### config.mk
export PLATFORM = sky130hd
export DESIGN_NAME = wr_age_arbiter
export DESIGN_NICKNAME = d
export VERILOG_FILES = /design/src/rtl/wr_age_pkg.sv /design/src/rtl/wr_age_cfg.sv /design/src/rtl/wr_age_timer.sv /design/src/rtl/wr_age_grant.sv /design/src/rtl/wr_age_arbiter.sv
export SDC_FILE = /design/constraint.sdc
export NUM_CORES = 1
export LEC_CHECK = 0
export ABC_AREA = 1
export BUFFER_PORTS_ARGS = -buffer_cell sky130_fd_sc_hd__buf_2
export CAP_MARGIN = 15
export CORE_MARGIN = 1.5
export CORE_UTILIZATION = 55
export CTS_CLUSTER_SIZE = 25
export DETAILED_ROUTE_END_ITERATION = 10
export GPL_TIMING_DRIVEN = 0
export HOLD_SLACK_MARGIN = 0.03
export MAX_ROUTING_LAYER = met4
export PLACE_DENSITY = 0.92
export SYNTH_ARGS = -nofsm -noshare
export SYNTH_HDL_FRONTEND = slang
export SYNTH_HIERARCHICAL = 1
export SYNTH_SLANG_ARGS = --single-unit
### constraint.sdc
create_clock -name clk_i -period 4.5 [get_ports clk_i]
set_clock_uncertainty 0.05 [all_clocks]
set_input_delay 0.9 -clock clk_i [delete_from_list [all_inputs] [get_ports clk_i]]
set_output_delay 0.9 -clock clk_i [all_outputs]
set_load 0.005 [all_outputs]
### src/rtl/wr_age_pkg.sv
package wr_age_pkg;
  localparam int unsigned REG_W_DEF   = 32;
  localparam int unsigned CNT_W_DEF   = 8;
  localparam int unsigned N_CH_DEF    = 2;
  localparam int unsigned RST_CNT_DEF = 4;
endpackage

### src/rtl/wr_age_cfg.sv
module wr_age_cfg #(
  parameter int unsigned N_CH    = wr_age_pkg::N_CH_DEF,
  parameter int unsigned CNT_W   = wr_age_pkg::CNT_W_DEF,
  parameter int unsigned REG_W   = wr_age_pkg::REG_W_DEF,
  parameter int unsigned RST_CNT = wr_age_pkg::RST_CNT_DEF
) (
  input  logic                    clk_i,
  input  logic                    rst_ni,
  input  logic                    we_i,
  input  logic [REG_W-1:0]        wdata_i,
  input  logic [N_CH-1:0]         lock_i,
  output logic [N_CH*CNT_W-1:0]   limit_o,
  output logic [REG_W-1:0]        rdata_o
);
  localparam int unsigned FLD_W = N_CH * CNT_W;

  for (genvar g = 0; g < N_CH; g++) begin : g_fld
    logic [CNT_W-1:0] fld_q;
    always_ff @(posedge clk_i or negedge rst_ni) begin
      if (!rst_ni) begin
        fld_q <= CNT_W'(RST_CNT);
      end else if (we_i && !lock_i[g]) begin
        // field frozen while its channel owns the bank
        fld_q <= wdata_i[g*CNT_W +: CNT_W];
      end
    end
    assign limit_o[g*CNT_W +: CNT_W] = fld_q;
  end

  always_comb begin
    rdata_o = '0;
    rdata_o[FLD_W-1:0] = limit_o;
  end
endmodule

### src/rtl/wr_age_timer.sv
module wr_age_timer #(
  parameter int unsigned CNT_W = wr_age_pkg::CNT_W_DEF
) (
  input  logic             clk_i,
  input  logic             rst_ni,
  input  logic             req_i,
  input  logic             busy_i,
  input  logic             win_i,
  input  logic [CNT_W-1:0] limit_i,
  output logic             urg_o
);
  logic [CNT_W-1:0] cnt_q;
  logic             urg_q;
  logic             clr;

  assign clr = !req_i || busy_i || win_i || (limit_i == '0);

  always_ff @(posedge clk_i or negedge rst_ni) begin
    if (!rst_ni) begin
      cnt_q <= '0;
      urg_q <= 1'b0;
    end else if (clr) begin
      cnt_q <= '0;
      urg_q <= 1'b0;
    end else if (!urg_q) begin
      if (cnt_q >= limit_i - CNT_W'(1)) begin
        cnt_q <= limit_i;   // saturate, no wrap
        urg_q <= 1'b1;
      end else begin
        cnt_q <= cnt_q + CNT_W'(1);
      end
    end
  end

  assign urg_o = urg_q;
endmodule

### src/rtl/wr_age_grant.sv
module wr_age_grant #(
  parameter int unsigned N_CH = wr_age_pkg::N_CH_DEF
) (
  input  logic            clk_i,
  input  logic            rst_ni,
  input  logic [N_CH-1:0] req_i,
  input  logic [N_CH-1:0] urg_i,
  input  logic [N_CH-1:0] done_i,
  output logic [N_CH-1:0] gnt_o,
  output logic [N_CH-1:0] win_o
);
  localparam int unsigned PTR_W = (N_CH > 1) ? $clog2(N_CH) : 1;

  logic [N_CH-1:0]  gnt_q, gnt_d, pick, urg_req;
  logic [PTR_W-1:0] ptr_u_q, ptr_n_q, ptr_u_d, ptr_n_d;
  logic             use_urg;

  function automatic logic [N_CH-1:0] rr_pick(input logic [N_CH-1:0] r,
                                              input logic [PTR_W-1:0] p);
    logic [N_CH-1:0] res;
    logic            found;
    res   = '0;
    found = 1'b0;
    for (int i = 0; i < N_CH; i++) begin
      int idx;
      idx = (int'(p) + i) % N_CH;
      if (!found && r[idx[PTR_W-1:0]]) begin
        res[idx[PTR_W-1:0]] = 1'b1;
        found = 1'b1;
      end
    end
    return res;
  endfunction

  function automatic logic [PTR_W-1:0] next_ptr(input logic [N_CH-1:0] oh);
    int nxt;
    nxt = 0;
    for (int i = 0; i < N_CH; i++) begin
      if (oh[i]) nxt = (i + 1) % N_CH;
    end
    return PTR_W'(nxt);
  endfunction

  assign urg_req = req_i & urg_i;
  assign use_urg = (urg_req != '0);

  always_comb begin
    ptr_u_d = ptr_u_q;
    ptr_n_d = ptr_n_q;
    pick    = '0;
    win_o   = '0;
    if (gnt_q != '0) begin
      gnt_d = ((done_i & gnt_q) != '0) ? '0 : gnt_q;
    end else begin
      if (use_urg) begin
        pick    = rr_pick(urg_req, ptr_u_q);
        ptr_u_d = next_ptr(pick);
      end else if (req_i != '0) begin
        pick    = rr_pick(req_i, ptr_n_q);
        ptr_n_d = next_ptr(pick);
      end
      gnt_d = pick;
      win_o = pick;
    end
  end

  always_ff @(posedge clk_i or negedge rst_ni) begin
    if (!rst_ni) begin
      gnt_q   <= '0;
      ptr_u_q <= '0;
      ptr_n_q <= '0;
    end else begin
      gnt_q   <= gnt_d;
      ptr_u_q <= ptr_u_d;
      ptr_n_q <= ptr_n_d;
    end
  end

  assign gnt_o = gnt_q;
endmodule

### src/rtl/wr_age_arbiter.sv
module wr_age_arbiter #(
  parameter int unsigned N_CH    = wr_age_pkg::N_CH_DEF,
  parameter int unsigned CNT_W   = wr_age_pkg::CNT_W_DEF,
  parameter int unsigned REG_W   = wr_age_pkg::REG_W_DEF,
  parameter int unsigned RST_CNT = wr_age_pkg::RST_CNT_DEF
) (
  input  logic             clk_i,
  input  logic             rst_ni,
  input  logic [N_CH-1:0]  req_i,
  input  logic [N_CH-1:0]  done_i,
  output logic [N_CH-1:0]  gnt_o,
  output logic [N_CH-1:0]  urg_o,
  input  logic             cfg_we_i,
  input  logic [REG_W-1:0] cfg_wdata_i,
  output logic [REG_W-1:0] cfg_rdata_o
);
  localparam int unsigned FLD_W = N_CH * CNT_W;

  logic [FLD_W-1:0] limit;
  logic [N_CH-1:0]  gnt, win, urg;

  wr_age_cfg #(
    .N_CH(N_CH), .CNT_W(CNT_W), .REG_W(REG_W), .RST_CNT(RST_CNT)
  ) u_cfg (
    .clk_i   (clk_i),
    .rst_ni  (rst_ni),
    .we_i    (cfg_we_i),
    .wdata_i (cfg_wdata_i),
    .lock_i  (gnt),
    .limit_o (limit),
    .rdata_o (cfg_rdata_o)
  );

  wr_age_grant #(.N_CH(N_CH)) u_grant (
    .clk_i  (clk_i),
    .rst_ni (rst_ni),
    .req_i  (req_i),
    .urg_i  (urg),
    .done_i (done_i),
    .gnt_o  (gnt),
    .win_o  (win)
  );

  for (genvar g = 0; g < N_CH; g++) begin : g_ch
    wr_age_timer #(.CNT_W(CNT_W)) u_timer (
      .clk_i   (clk_i),
      .rst_ni  (rst_ni),
      .req_i   (req_i[g]),
      .busy_i  (gnt[g]),
      .win_i   (win[g]),
      .limit_i (limit[g*CNT_W +: CNT_W]),
      .urg_o   (urg[g])
    );
  end

  assign gnt_o = gnt;
  assign urg_o = urg;
endmodule

==> run metrics, run 1 <==
Internal Pwr Total=1240 µW; CTS tree=yes; Sw Share=45.8%; Initial Util=56.7%; Final setup viols=0; crit path time final=2380 ps; Tot Pwr=2280 µW; Critical R2R Launch=u_cfg/g_fld[1].fld_q[1]; WS Path Type=flop to flop; Clock power frac=16.1%; # IOs=75; cell repeated most along the worst path=nand3_1; FF-to-FF setup slack=2120 ps; Max VDD drop=0.382 mV; Synth Cell Area=3120 µm²; worst setup margin=2120 ps; P&R area growth vs syn=15.8%; placed wire-length estimate=5330 µm; post-route setup TNS=0 ps; Critical Path RT=4630 ps; hold path depth=2; vias in the first global route=2668; worst rel slew slack=41.8%; critical-path cell list=nor3_2 -> nand3_1 -> nor3_2 -> xor2_1 -> ha_1 -> a21oi_1 -> o21a_1 -> buf_4 -> nand3_1 -> nand3_1 -> nand2_1; Logic pwr share=54.8%; crit path launch type=flop; flop and latch count out of synthesis=38; Yosys top cell area share=28.8%; hold_ws=462 ps; yosys warns=6; Reg clk slew, reported paths=80 ps; die width=78.4 µm; status=finished, final reports clean; Layout Utilization=65.7%; leading area contributor after synthesis=dfrtp_1; top post-synthesis cells by area=dfrtp_1, nand2_1, nand3_1; WHS Endpoint=u_cfg/g_fld[1].fld_q[3]; Post-CTS Hold Buffers=0; family with the most delay on the worst path=simple AND/OR/NAND/NOR gates; Worst Hold Class=flop to flop; clock buffer count from CTS=5; Global Route Usage Sum=25.5%; Post-synth EDFFs=0; pre-CTS setup slack=2170 ps; total congestion overflow=0; worst hold start=u_cfg/g_fld[1].fld_q[3]; CP bufs+invs=1; antenna cells=0; Max Cap Viol=0; Detailed Routing Iterations Pass 1=7; CP max stage cell=dfrtp_1; Reg2Reg Depth=11; register area share after synthesis=30.5%; Max Fclk=0.421 GHz; Psw=1040 µW; fill cell count=437; layout cell share with drive strength beyond 1=26.0%; sequential share of power=29.1%; worst flop-to-flop path endpoint=g_ch[1].u_timer/cnt_q[7]; Synth Instances=425; Fin. Hold Viols=0; DRC viols=0; Pleak=0.00205 µW; Distinct cells, synth=29; row count=27; Worst-Skew Late Latency=290 ps; Via density=5.24; Root Buffer=clkbuf_8; Syn Area/Cell=7.35 µm²; CTS H-tree depth=2; largest net degree at the start of global routing=39; Max FO, Critical Path=10; core box area=5510 µm²; Iteration-0 DRC Markers=240; via count=2939; initial antenna violation count=0; final critical-path share of the clock period=52.8%; Crit path arrival time=2510 ps; Max Transition Viols Final=0; die height=78.4 µm; Layout Nets=549; RSZ-0062 raised after global routing=false; Routed WL per cell=13.0 µm; Placer Congestion=0.874; IO Port Bufs=41; Worst Setup End Kind=flop; first-pass GRT wire length=12100 µm; Final ANT Viol Nets=0; WL final=7280 µm; Clock Path Buffers=2; CTS Sinks=38; Async SR Flop Fraction=100%; die area=6140 µm²; Least-Margin Pin Slew=872 ps; Power Density=630 nW/µm²; Post-CTS Setup Inserts=0; CTS-repair resized insts=0; CP max stage delay=420 ps; ys flop type=dfrtp_1
registers in the layout, indices dropped and copies added (netlist names):
| name | cells |
|---|---|
| u_grant/ptr_u_q | 1 |
| u_cfg/g_fld.fld_q | 16 |
| g_ch.u_timer/cnt_q | 16 |
| u_grant/gnt_o | 2 |
| g_ch.u_timer/urg_o | 2 |
| u_grant/ptr_n_q | 1 |
Yosys cell counts, types with 3 or more instances:
library cell / n
nand3_2: 3
xnor2_1: 5
inv_1: 46
nor2_1: 7
nand4_1: 4
nand2_1: 136
nand2_2: 12
ha_1: 22
nand3_1: 62
nor2_2: 7
nor3_2: 4
inv_2: 5
buf_4: 35
xor2_1: 13
nor2_4: 3
a21oi_1: 7
dfrtp_1: 36
cells by family after synthesis:
group | count (synthesis) | share of synthesized area, %
other cells | 1 | 0.120
compound gates | 14 | 2.72
buf+inv | 87 | 14.9
simple gates | 245 | 37.9
flops | 38 | 30.5
xor+xnor | 18 | 5.05
fa+ha+maj | 22 | 8.81
worst min-delay path: cells and delay by family, from the launching register on:
family	cells	cell delay, ps
AND/OR/NAND/NOR	2	110
flip-flops	1	380
routing by layer:
metal / up-vias / share of wire [%] / GRT usage (%)
met4: 0 / 2.3 / 8.04
met2: 114 / 52 / 45.0
li1: 1427 / - / -
met1: 1377 / 40 / 29.5
met5: - / 0 / -
met3: 21 / 5.6 / 4.30
through the flow:
step	instances	area, µm²
final	561	3620
after global routing	561	3620
after CTS	561	3620
after detailed placement	553	3470
after global placement	553	3470
after floorplan	440	3180
power by group through the flow:
stage | logic, µW | registers, µW | clock network [µW]
4_1_cts | 1250 | 660 | 367
6_report | 1250 | 664 | 366
3_3_place_gp | 1150 | 658 | 0
2_1_floorplan | 950 | 615 | 0
3_5_place_dp | 1220 | 665 | 0
5_1_grt | 1400 | 685 | 382
placed cells by master (no fill, tap or decap):
master	count
clkbuf_8	6
nand2_4	2
a21oi_1	7
conb_1	16
inv_1	46
nor2_1	7
nor3_2	4
nor2_4	3
buf_4	35
o21a_1	2
nand4_2	2
dfrtp_1	36
nor3b_2	1
nor2_2	7
bufinv_16	2
nand4_1	4
nor2_8	1
o211ai_1	1
buf_2	41
nor3b_1	1
o21bai_1	2
inv_2	5
buf_6	1
a31oi_1	2
xor2_1	13
dfstp_2	2
nand2_2	12
nand2_1	136
xnor2_1	5
ha_1	22
nand3_2	3
nand3_1	62
worst max-delay path by stage:
stage / end / cells past startpoint / from / slack (ps)
floorplan: g_ch[0].u_timer/cnt_q[0] / 13 / u_cfg/g_fld[0].fld_q[1] / 2430
finish: g_ch[1].u_timer/cnt_q[7] / 11 / u_cfg/g_fld[1].fld_q[1] / 2120
detailed placement: g_ch[1].u_timer/cnt_q[5] / 12 / u_cfg/g_fld[1].fld_q[1] / 2170
global route: g_ch[0].u_timer/cnt_q[4] / 14 / u_cfg/g_fld[0].fld_q[1] / 1900
global placement: g_ch[0].u_timer/cnt_q[6] / 14 / u_cfg/g_fld[0].fld_q[1] / 2250
CTS: g_ch[1].u_timer/cnt_q[7] / 12 / u_cfg/g_fld[1].fld_q[1] / 2110
cell type report:
cell class	instances	area, µm²	area share, %
inverters	51	191	5.29
flip-flops and latches	38	953	26.4
clock buffers	6	82.6	2.28
well taps	72	90.1	2.49
clock inverters	2	60.1	1.66
repair buffers	41	205	5.67
multi-input cells	315	1760	48.7
plain buffers	36	274	7.58
(Power assumes the default switching activity.)
==> run 2: changes to the inputs <==
Settings changed: CORE_UTILIZATION 55 to 49, PLACE_DENSITY 0.92 to 0.87.
Clock period 4.5 ns to 2.1 ns, I/O delays scaled along.
==> run 2 against run 1 <==
  * The flow now finishes with violations (negative setup slack)
  * Register-to-register slack lost 2500 ps
  * Worst hold slack got worse by 270 ps
  * Die area increased by 12%
  * Sequential share of layout area is 2.0 points lower
  * Wire length up 8.1%
  * Fmax is 2.9% lower
==> run metrics, run 2 (synthesis results as in run 1) <==
status=finished with violations; failing checks=negative setup slack; worst setup margin=-347 ps; row count=28; worst rel slew slack=40.8%; Clock power frac=11.8%; initial antenna violation count=0; Layout Nets=565; Least-Margin Pin Slew=887 ps; total congestion overflow=0; Clock Path Buffers=2; Fin. Hold Viols=0; Tot Pwr=5340 µW; IO Port Bufs=41; via count=2997; most frequent cells in the layout=nand2_1, nand3_1, buf_4; Power Density=1360 nW/µm²; FF-to-FF setup slack=-350 ps; Routed WL per cell=13.6 µm; CP max stage delay=450 ps; placed wire-length estimate=5150 µm; hold_ws=191 ps; Iteration-0 DRC Markers=255; Post-CTS Hold Buffers=0; Global Route Usage Sum=22.1%; die width=82.8 µm; Top Registers=g_ch.u_timer/cnt_q: 16 flops, u_cfg/g_fld.fld_q: 16 flops; Via density=5.17; CP bufs+invs=1; DRC viols=0; Detailed Routing Iterations Pass 1=5; final critical-path share of the clock period=117%; Internal Pwr Total=2790 µW; RSZ-0062 raised after global routing=true; cell repeated most along the worst path=nand3_2; Max Transition Viols Final=0; Worst Hold Class=primary input to asynchronous set/reset pin; crit path launch type=flop; Critical Path RT=2280 ps; P&R area growth vs syn=25.4%; layout cell share with drive strength beyond 1=34.9%; vias in the first global route=2757; Pleak=0.00217 µW; die area=6860 µm²; Final setup viols=18; CTS tree=yes; Max Cap Viol=0; Crit path arrival time=2630 ps; critical-path cell list=nor3_4 -> nand3_2 -> nor3_2 -> xor2_1 -> ha_1 -> a21oi_2 -> o21a_1 -> buf_6 -> nand2_8 -> nand2_4 -> nand3_2 -> nand2_2; Max Fclk=0.409 GHz; Reg clk slew, reported paths=80 ps; WL final=7870 µm; largest net degree at the start of global routing=39; Max FO, Critical Path=8; family with the most delay on the worst path=simple AND/OR/NAND/NOR gates; Max VDD drop=0.882 mV; # IOs=75; cell count along the critical path=12; Psw=2540 µW; sequential share of power=26.8%; clock buffer count from CTS=5; Worst Setup End Kind=flop; Reg2Reg Depth=12; crit path time final=2450 ps; WS Path Type=flop to flop; die height=82.8 µm; Initial Util=51.8%; Worst-Skew Late Latency=300 ps; Sw Share=47.7%; Final ANT Viol Nets=0; CTS Sinks=38; Logic pwr share=61.3%; commonest non-fill, non-tap cell in the layout=nand2_1; CP max stage cell=dfrtp_2; fin area=3920 µm²; antenna cells=0; first-pass GRT wire length=12300 µm; Placed Area=3480 µm²; core box area=6030 µm²; Placer Congestion=0.911; CTS H-tree depth=2; Root Buffer=clkbuf_8
==> run 2: repair_timing <==
action | in CTS | in global routing
pin swaps | 4 | 15
buffers inserted | 7 | 7
resized for setup | 14 | 36
setup endpoints to repair | 18 | 18
cloned | 1 | 1
==> run 2: per-layer routing <==
layer,global-route usage [%],vias up,wire length (µm)
li1,-,1469,-
met1,26.3,1375,3050
met2,35.6,124,4090
met3,4.67,29,445
met4,10.9,0,291
met5,-,-,0
==> run 2: path summary, 6_finish.rpt <==
path | start | end
worst max-delay path | u_cfg/g_fld[1].fld_q[0] | g_ch[1].u_timer/cnt_q[4]
worst min-delay path | rst_ni | g_ch[0].u_timer/cnt_q[5]
worst max register to register | u_cfg/g_fld[1].fld_q[0] | g_ch[1].u_timer/cnt_q[4]
worst min register to register | u_grant/ptr_u_q | u_grant/ptr_u_q
max in group asynchronous | rst_ni | u_cfg/g_fld[1].fld_q[0]
min in group clk_i | cfg_wdata_i[10] | u_cfg/g_fld[1].fld_q[2]
==> run 2: worst reg2reg max path: stages, from the launching register on <==
cell,delay (ps)
dfrtp_2,450
nor3_4,190
nand3_2,110
nor3_2,240
xor2_1,180
ha_1,290
a21oi_2,150
o21a_1,220
buf_6,170
nand2_8,110
nand2_4,90
nand3_2,60
nand2_2,80
==> run 2: cell type report <==
type,count,area (µm²)
fillers,479,2110
multi-input cells,315,1940
flip-flops and latches,38,955
repair buffers,57,345
plain buffers,36,282
inverters,51,194
well taps,75,93.8
clock buffers,6,72.6
clock inverters,2,37.5
==> run 2: metrics by stage <==
step / util [%] / setup slack (ps) / cells / TNS, ps
3_3_place_gp: 57.7 / -169 / 556 / -2460
6_report: 65.0 / -347 / 580 / -4350
5_1_grt: 65.0 / -428 / 580 / -6650
3_5_place_dp: 57.7 / -284 / 556 / -3740
2_1_floorplan: - / 25.0 / 440 / 0
4_1_cts: 61.6 / -193 / 572 / -2250
==> run 2: power by group through the flow <==
stage | clock network [µW] | logic (µW) | registers [µW]
floorplan | 0 | 2040 | 1320
detailed placement | 0 | 2590 | 1420
global placement | 0 | 2470 | 1410
CTS | 636 | 2810 | 1420
global route | 682 | 3660 | 1470
finish | 632 | 3270 | 1430
==> run 3: changes to the inputs <==
Settings changed: ABC_AREA 1 to not set.
==> run 3 against run 2 <==
  * Via count fell by 12%
  * First-iteration DRC count down 29%
  * Sequential cell count unchanged
  * Area after synthesis is 3.0% lower
  * Wire length grew 6.1%
  * Final area down 0.70%
  * Critical path type unchanged
  * The run still ends with negative setup slack left
  * Sequential share of layout area rose by 0.40 points
  * Cell count fell by 20%
  * Synthesized cell count down 29%
==> run metrics, run 3 <==
leading area contributor after synthesis=dfrtp_1; Power Density=1170 nW/µm²; Synth Instances=303; layout cell share with drive strength beyond 1=45.1%; Routed WL per cell=18.0 µm; via count=2652; Clock power frac=17.5%; WS Path Type=flop to flop; Synth Cell Area=3030 µm²; largest net degree at the start of global routing=39; # IOs=75; die width=81.6 µm; WL final=8350 µm; initial antenna violation count=0; hold_ws=175 ps; CP max stage delay=550 ps; Sw Share=40.0%; Max Cap Viol=0; RSZ-0062 raised after global routing=true; die area=6660 µm²; commonest cells in the netlist=dfrtp_1, buf_4, ha_1; Max VDD drop=0.688 mV; total congestion overflow=0; Internal Pwr Total=2730 µW; register area share after synthesis=31.5%; Via density=5.70; Iteration-0 DRC Markers=182; Final setup viols=18; Global Route Usage Sum=26.9%; Max FO, Critical Path=7; sequential share of power=30.6%; Psw=1820 µW; core box area=5960 µm²; placed wire-length estimate=5050 µm; Layout Utilization=65.3%; P&R area growth vs syn=28.4%; crit path time final=2840 ps; Top Registers=g_ch.u_timer/cnt_q: 16 flops, u_cfg/g_fld.fld_q: 16 flops; worst rel slew slack=42.5%; Placer Congestion=0.926; first-pass GRT wire length=13300 µm; Least-Margin Pin Slew=863 ps; Syn Area/Cell=9.99 µm²; Clock Path Buffers=2; top post-synthesis cells by area=dfrtp_1, ha_1, buf_4; clock buffer count from CTS=5; Fin. Hold Viols=0; most numerous cell in the Yosys netlist=dfrtp_1; commonest non-fill, non-tap cell in the layout=buf_4; critical-path cell list=or4_4 -> nor4_4 -> xnor2_1 -> ha_1 -> nand4_1 -> a21oi_4 -> a211oi_4 -> or3_2 -> a31oi_1; Layout Nets=450; CTS Sinks=38; Worst Hold Class=primary input to asynchronous set/reset pin; Post-synth EDFFs=0; Root Buffer=clkbuf_8; Critical Path RT=2270 ps; antenna cells=0; Yosys top cell area share=29.8%; ys flop type=dfrtp_1; crit path launch type=flop; Distinct cells, synth=64; final critical-path share of the clock period=135%; Worst Setup End Kind=flop; Logic pwr share=51.8%; Post-CTS Hold Buffers=0; family with the most delay on the worst path=simple AND/OR/NAND/NOR gates; Crit path arrival time=3010 ps; Max Transition Viols Final=0; failing checks=negative setup slack; CTS tree=yes; Async SR Flop Fraction=100%; CP max stage cell=or4_4; CP bufs+invs=0; worst setup margin=-741 ps; Final ANT Viol Nets=0; Detailed Routing Iterations Pass 1=7; most frequent cells in the layout=buf_4, buf_2, dfrtp_1; flop and latch count out of synthesis=38; Reg clk slew, reported paths=90 ps; Worst-Skew Late Latency=300 ps; DRC viols=0; status=finished with violations; Pleak=0.00188 µW; vias in the first global route=2737; die height=81.6 µm; IO Port Bufs=42; Max Fclk=0.352 GHz; row count=28; CTS H-tree depth=2; yosys warns=6; Initial Util=50.8%
run 3: cell count changes after synthesis, moves of 8 or more:
cell,previous run,this run
nand2_1,136,19
xor2_1,13,5
nand2_2,12,0
nor2_1,7,15
inv_1,46,17
nand3_1,62,10
mux2_4,0,16
run 3: cells by family after synthesis:
| kind of cell | after synthesis | synth area share [%] |
|---|---|---|
| multiplexers | 23 | 10.2 |
| XOR/XNOR | 13 | 3.76 |
| adder cells (fa/ha/maj) | 22 | 9.09 |
| other | 1 | 0.124 |
| buffers and inverters | 55 | 11.9 |
| AO/OA/AOI/OAI | 57 | 14.8 |
| AND/OR/NAND/NOR | 94 | 18.6 |
| flip-flops | 38 | 31.5 |
run 3: worst register-to-register path: cells and delay by family, from the launching register on:
kind                       cells  cell delay (ps)
AOI/OAI and AO/OA              3              500
xor gates and xnor gates       1              120
adders and majority gates      1              340
DFF                            1              420
and+or+nand+nor                4             1330
run 3: what timing repair did:
item / in CTS / in global routing
gates resized for setup: 29 / 10
gates cloned: 1 / 0
setup buffers: 19 / 3
pin swaps: 19 / 5
endpoints found under the setup margin: 18 / 18
run 3: worst paths after layout:
| path | from | endpoint | slack [ps] | cells after the start |
|---|---|---|---|---|
| worst max-delay path | u_cfg/g_fld[0].fld_q[2] | g_ch[0].u_timer/cnt_q[0] | -740 | 9 |
| worst min-delay path | rst_ni | u_grant/ptr_u_q | 170 | 1 |
| worst max register to register | u_cfg/g_fld[0].fld_q[2] | g_ch[0].u_timer/cnt_q[0] | -740 | 9 |
| worst min register to register | u_grant/ptr_u_q | u_grant/ptr_u_q | 530 | 2 |
| max in group asynchronous | rst_ni | u_cfg/g_fld[0].fld_q[4] | 1210 | 1 |
| min in group clk_i | req_i[1] | u_grant/ptr_n_q | 290 | 2 |
run 3: routing by layer:
layer  GRT usage [%]  part of all wire [%]  vias up  wire, µm
li1                -                     -     1217         -
met1            33.1                    41     1291      3460
met2            43.1                    48      118      4010
met3            5.11                   7.5       26       622
met4            11.5                   3.1        0       259
met5               -                     0        -         0
run 3: through the flow:
stage	setup TNS (ps)	std cells	cell area, µm²	total power, µW	setup WS (ps)
2_1_floorplan	-6090	318	3110	2770	-539
3_3_place_gp	-11450	435	3420	3210	-847
3_5_place_dp	-12300	435	3420	3290	-874
4_1_cts	-8330	463	3840	4360	-652
5_1_grt	-11670	465	3890	4810	-863
6_report	-9720	465	3890	4550	-741
run 3: area by class of cell:
class                   instances  area, µm²
inverters                      17       63.8
plain buffers                  38        298
well taps                      75       93.8
clock inverters                 2       60.1
clock buffers                   6       82.6
repair buffers                 64        418
multi-input cells             225       1910
fillers                       453       2070
flip-flops and latches         38        963
run 3: power by group through the flow:
stage	Clock (µW)	Combinational [µW]	Sequential [µW]
finish	797	2360	1390
global route	835	2560	1420
CTS	801	2200	1360
detailed placement	0	1910	1390
global placement	0	1830	1380
floorplan	0	1500	1270
